===== src/rtl/irq_stat_pkg.sv =====
package irq_stat_pkg;
  localparam int unsigned NUM_SRC  = 7;
  localparam int unsigned ADDR_W   = 12;
  localparam int unsigned DATA_W   = 32;
  localparam int unsigned SRST_BIT = 31;
  // 1 = rising-edge sticky bit, 0 = live level mirror
  localparam logic [NUM_SRC-1:0] EDGE_MASK = 7'b0011101;
  localparam logic [ADDR_W-1:0]  OFS_CTRL  = 12'h000;
  localparam logic [ADDR_W-1:0]  OFS_GIE   = 12'h21C;
  localparam logic [ADDR_W-1:0]  OFS_ISR   = 12'h220;
endpackage


===== src/rtl/irq_edge_cap.sv =====
module irq_edge_cap (
  input  logic clk,
  input  logic rst,
  input  logic src,
  input  logic clr,
  output logic stat
);
  logic src_q1, src_q2, rise;

  always_ff @(posedge clk) begin
    if (rst) begin
      src_q1 <= 1'b0;
      src_q2 <= 1'b0;
    end else begin
      src_q1 <= src;
      src_q2 <= src_q1;
    end
  end

  assign rise = src_q1 & ~src_q2;

  // a new edge wins over a simultaneous clear
  always_ff @(posedge clk) begin
    if (rst) stat <= 1'b0;
    else     stat <= rise | (stat & ~clr);
  end
endmodule


===== src/rtl/irq_regfile.sv =====
module irq_regfile
  import irq_stat_pkg::*;
#(
  parameter int unsigned N  = NUM_SRC,
  parameter int unsigned AW = ADDR_W,
  parameter int unsigned DW = DATA_W
) (
  input  logic          clk,
  input  logic          rst,
  input  logic [AW-1:0] addr,
  input  logic          wr,
  input  logic [DW-1:0] wdata,
  input  logic [N-1:0]  status,
  output logic          gie,
  output logic [N-1:0]  clr_edge,
  output logic          sw_rst,
  output logic [DW-1:0] rdata
);
  logic sel_ctrl, sel_gie, sel_isr;
  logic unused_wdata;

  assign sel_ctrl = (addr == AW'(OFS_CTRL));
  assign sel_gie  = (addr == AW'(OFS_GIE));
  assign sel_isr  = (addr == AW'(OFS_ISR));

  assign clr_edge = (wr && sel_isr) ? (wdata[N-1:0] & EDGE_MASK) : '0;

  assign unused_wdata = ^wdata[DW-2:N];

  always_ff @(posedge clk) begin
    if (rst) begin
      gie    <= 1'b0;
      sw_rst <= 1'b0;
      rdata  <= '0;
    end else begin
      if (wr && sel_gie) gie <= wdata[0];
      sw_rst <= wr && sel_ctrl && wdata[SRST_BIT];
      if (sel_gie)      rdata <= DW'(gie);
      else if (sel_isr) rdata <= DW'(status);
      else              rdata <= '0;
    end
  end
endmodule


===== src/rtl/irq_status_ctrl.sv =====
module irq_status_ctrl
  import irq_stat_pkg::*;
#(
  parameter int unsigned N  = NUM_SRC,
  parameter int unsigned AW = ADDR_W,
  parameter int unsigned DW = DATA_W
) (
  input  logic          clk,
  input  logic          rst,
  input  logic [AW-1:0] reg_addr,
  input  logic          reg_wr,
  input  logic [DW-1:0] reg_wdata,
  output logic [DW-1:0] reg_rdata,
  input  logic [N-1:0]  ev_in,
  output logic          irq,
  output logic          sw_rst
);
  logic [N-1:0] stat;
  logic [N-1:0] clr_edge;
  logic         gie;

  irq_regfile #(.N(N), .AW(AW), .DW(DW)) u_regs (
    .clk(clk), .rst(rst), .addr(reg_addr), .wr(reg_wr), .wdata(reg_wdata),
    .status(stat), .gie(gie), .clr_edge(clr_edge), .sw_rst(sw_rst),
    .rdata(reg_rdata)
  );

  for (genvar i = 0; i < N; i++) begin : g_src
    if (EDGE_MASK[i]) begin : g_edge
      irq_edge_cap u_cap (
        .clk(clk), .rst(rst), .src(ev_in[i]), .clr(clr_edge[i]), .stat(stat[i])
      );
    end else begin : g_level
      always_ff @(posedge clk) begin
        if (rst) stat[i] <= 1'b0;
        else     stat[i] <= ev_in[i];
      end
    end
  end

  always_ff @(posedge clk) begin
    if (rst) irq <= 1'b0;
    else     irq <= gie & (|stat);
  end
endmodule


===== config.mk =====
export PLATFORM = sky130hd
export DESIGN_NAME = irq_status_ctrl
export DESIGN_NICKNAME = d
export VERILOG_FILES = /design/src/rtl/irq_stat_pkg.sv /design/src/rtl/irq_edge_cap.sv /design/src/rtl/irq_regfile.sv /design/src/rtl/irq_status_ctrl.sv
export SDC_FILE = /design/constraint.sdc
export NUM_CORES = 1
export LEC_CHECK = 0
export ABC_AREA = 1
export BUFFER_PORTS_ARGS = -buffer_cell sky130_fd_sc_hd__buf_2
export CORE_MARGIN = 1
export CORE_UTILIZATION = 25
export DETAILED_ROUTE_END_ITERATION = 8
export HOLD_SLACK_MARGIN = 0.1
export PLACE_DENSITY = 0.56
export SLEW_MARGIN = 20
export SYNTH_ARGS = -nofsm -noshare
export SYNTH_HDL_FRONTEND = slang
export SYNTH_HIERARCHICAL = 1
export SYNTH_SLANG_ARGS = --single-unit

===== constraint.sdc =====
create_clock -name clk -period 1.5 [get_ports clk]
set_input_delay 0.375 -clock clk [delete_from_list [all_inputs] [get_ports clk]]
set_output_delay 0.375 -clock clk [all_outputs]
set_load 0.05 [all_outputs]

==> summary.md <==
| Metric | Value |
|---|---|
| Starting Density | 26.6% |
| Mapped Area | 1290 um2 |
| Layout Skew | 0.00199 ns |
| Hold Violations, Final | 0 |
| GR Util met3 | around 1.6% |
| Tmin final | 1.19 ns |
| CP endpoint kind | output pin |
| Gr usage total | about 7.4% |
| Clk buf depth | 2 |
| CTS tree | built |
| Hold_buf cts | 0 |
| ANT cells | 0 |
| Fill count | 544 |
| RePlAce Congestion | approximately 0.79 |
| Area Overhead vs Synth | 16.6% |
| Max-slew violation count | 0 |
| Drt drc | 0 |
| Clock Latency Late Sink | about 0.26 ns |
| Final setup vio count | 0 |
| Crit Path Class | flip-flop to output pin |
| Die footprint | around 5400 um2 |
| Max-cap viol count | 0 |
| CTS H-tree depth | 1 |
| Total routed wirelength | 1880 um |
| Clk Tree Root Cell | clkbuf_8 |
| Final period util | between 70% and 80% |
| Crit path arrival time | 0.82 ns |
| CP peak stage delay | around 0.31 ns |
| CTS resizes | 0 |
| GRT busiest layer | met2 |
| Global-route wire length before repair | roughly 3100 um |
| Vias in the first global route | approximately 810 |
| Grt met2 use | 13.9% |
| Synth Instances | 173 |
| Crit-path slowest cell | dfxtp_1 |
| Largest net degree at the start of global routing | 17 |
| Fin area | 1500 um2 |
| Placement Rows | 25 |
| Average size of a mapped cell | 7.44 um2 |
| CTS Buf Count | 3 |
| # IOs | 88 |
| Critical path launch point type | flip-flop |
| Dpl cells | roughly 280 |
| Share of cells above drive strength 1 | 32.5% |
| Crit path buf inv count | 1 |
| M1 GR Usage | ~7.5% |
| Die Height | 73.8 um |
| Routed vias | 969 |
| Crit path required time | 1.12 ns |
| Hold Path Class | input port to flip-flop |
| Core Region | between 4000 and 5000 um2 |
| WL per Instance | 6.72 um |
| TritonRoute pass-1 iters | 4 |
| Die X | 73.8 um |
| Synth warnings | 6 |
| Layout Cells excl Fill | 279 |
| CP cell instances | buf_2 |
| # clock sinks | 25 |
| FMAX | 0.839 GHz |
| Pwr Density | 894 nW/um2 |
| PortBufs | 35 |
| DPL Wire Length | 1560 um |
| Routed Antenna Nets | 0 |
| Pleak | 0.782 nW |
| Kind of cell with the highest combined delay on the critical path | flip-flops |
| Max FO, Critical Path | 1 |
| Clk pin slew, worst setup/hold paths | 0.08 ns |
| Status | finished, final reports clean |
| RSZ-0062 raised after global routing | no |
| Final total power | 1.34 mW |
| Initial antenna violation count | 0 |
| Setup TNS | 0 ns |
| Vias per inst | approximately 3.5 |
| Placed Area | 1460 um2 |
| Post-CTS Setup Bufs | 0 |
| Final #Nets | 267 |
| Grt total ovfl | 0 |
| Maximum vdd ir drop | 0.340 mV |
| Iter 0 DRT Violations | 26 |
## sequential cells by signal (all words and copies together) (netlist names)
signal / flops
g_src.g_edge.u_cap/src_q1: 4
g_src.g_edge.u_cap/src_q2: 4
g_src.g_edge.u_cap/stat: 4
irq: 1
stat: 3
u_regs/gie: 1
u_regs/rdata: 7
u_regs/sw_rst: 1
## cell usage in the layout, fill, tap and decap left out
cell	instances
conb_1	25
nor4_1	1
nand3_1	5
nor2_2	10
nand2_2	2
inv_1	42
nor2_1	27
dfxtp_1	25
nor3_4	1
inv_2	6
clkbuf_8	3
buf_2	35
o22ai_2	1
nand4_1	2
nor2_4	2
clkbuf_1	1
nand3_2	7
nand3_4	1
nand2_1	15
buf_4	1
## layout make-up
type / instances / area [um2] / area share [%]
clock buffers: 4 / 45.0 / 3.00
inverters: 48 / 180 / 12.0
multi-input cells: 99 / 509 / 33.9
flip-flops and latches: 25 / 500 / 33.3
well taps: 67 / 83.8 / 5.58
repair buffers: 36 / 183 / 12.2
## through the flow
step,worst slack (ns),util (%),hold WS (ns)
3_5_place_dp,0.0982,30.0,0.427
3_3_place_gp,0.104,30.0,0.426
4_1_cts,0.291,31.0,0.305
5_1_grt,0.262,31.0,0.319
2_1_floorplan,0.357,-,0.415
6_report,0.309,31.0,0.308
## per-layer routing
layer	vias up	wire, um
met5	-	0
met4	0	50
met3	4	91
met2	29	925
met1	414	809
li1	522	-
## final timing paths
kind / startpoint / end / slack (ns) / cells after the start
max: u_regs/rdata[6] / reg_rdata[6] / 0.31 / 1
min: ev_in[3] / g_src[3].g_edge.u_cap/src_q1 / 0.31 / 3
max reg2reg: g_src[3].g_edge.u_cap/stat / irq / 0.78 / 4
min reg2reg: g_src[2].g_edge.u_cap/src_q1 / g_src[2].g_edge.u_cap/src_q2 / 0.44 / 2
## report_power, final
part	total, mW	switching (mW)	leakage (nW)	internal [mW]
clock network	0.377	0.188	0.0228	0.189
logic	0.265	0.209	0.555	0.0558
registers	0.700	0.0135	0.205	0.686
Power figures use the tool's default switching activity.
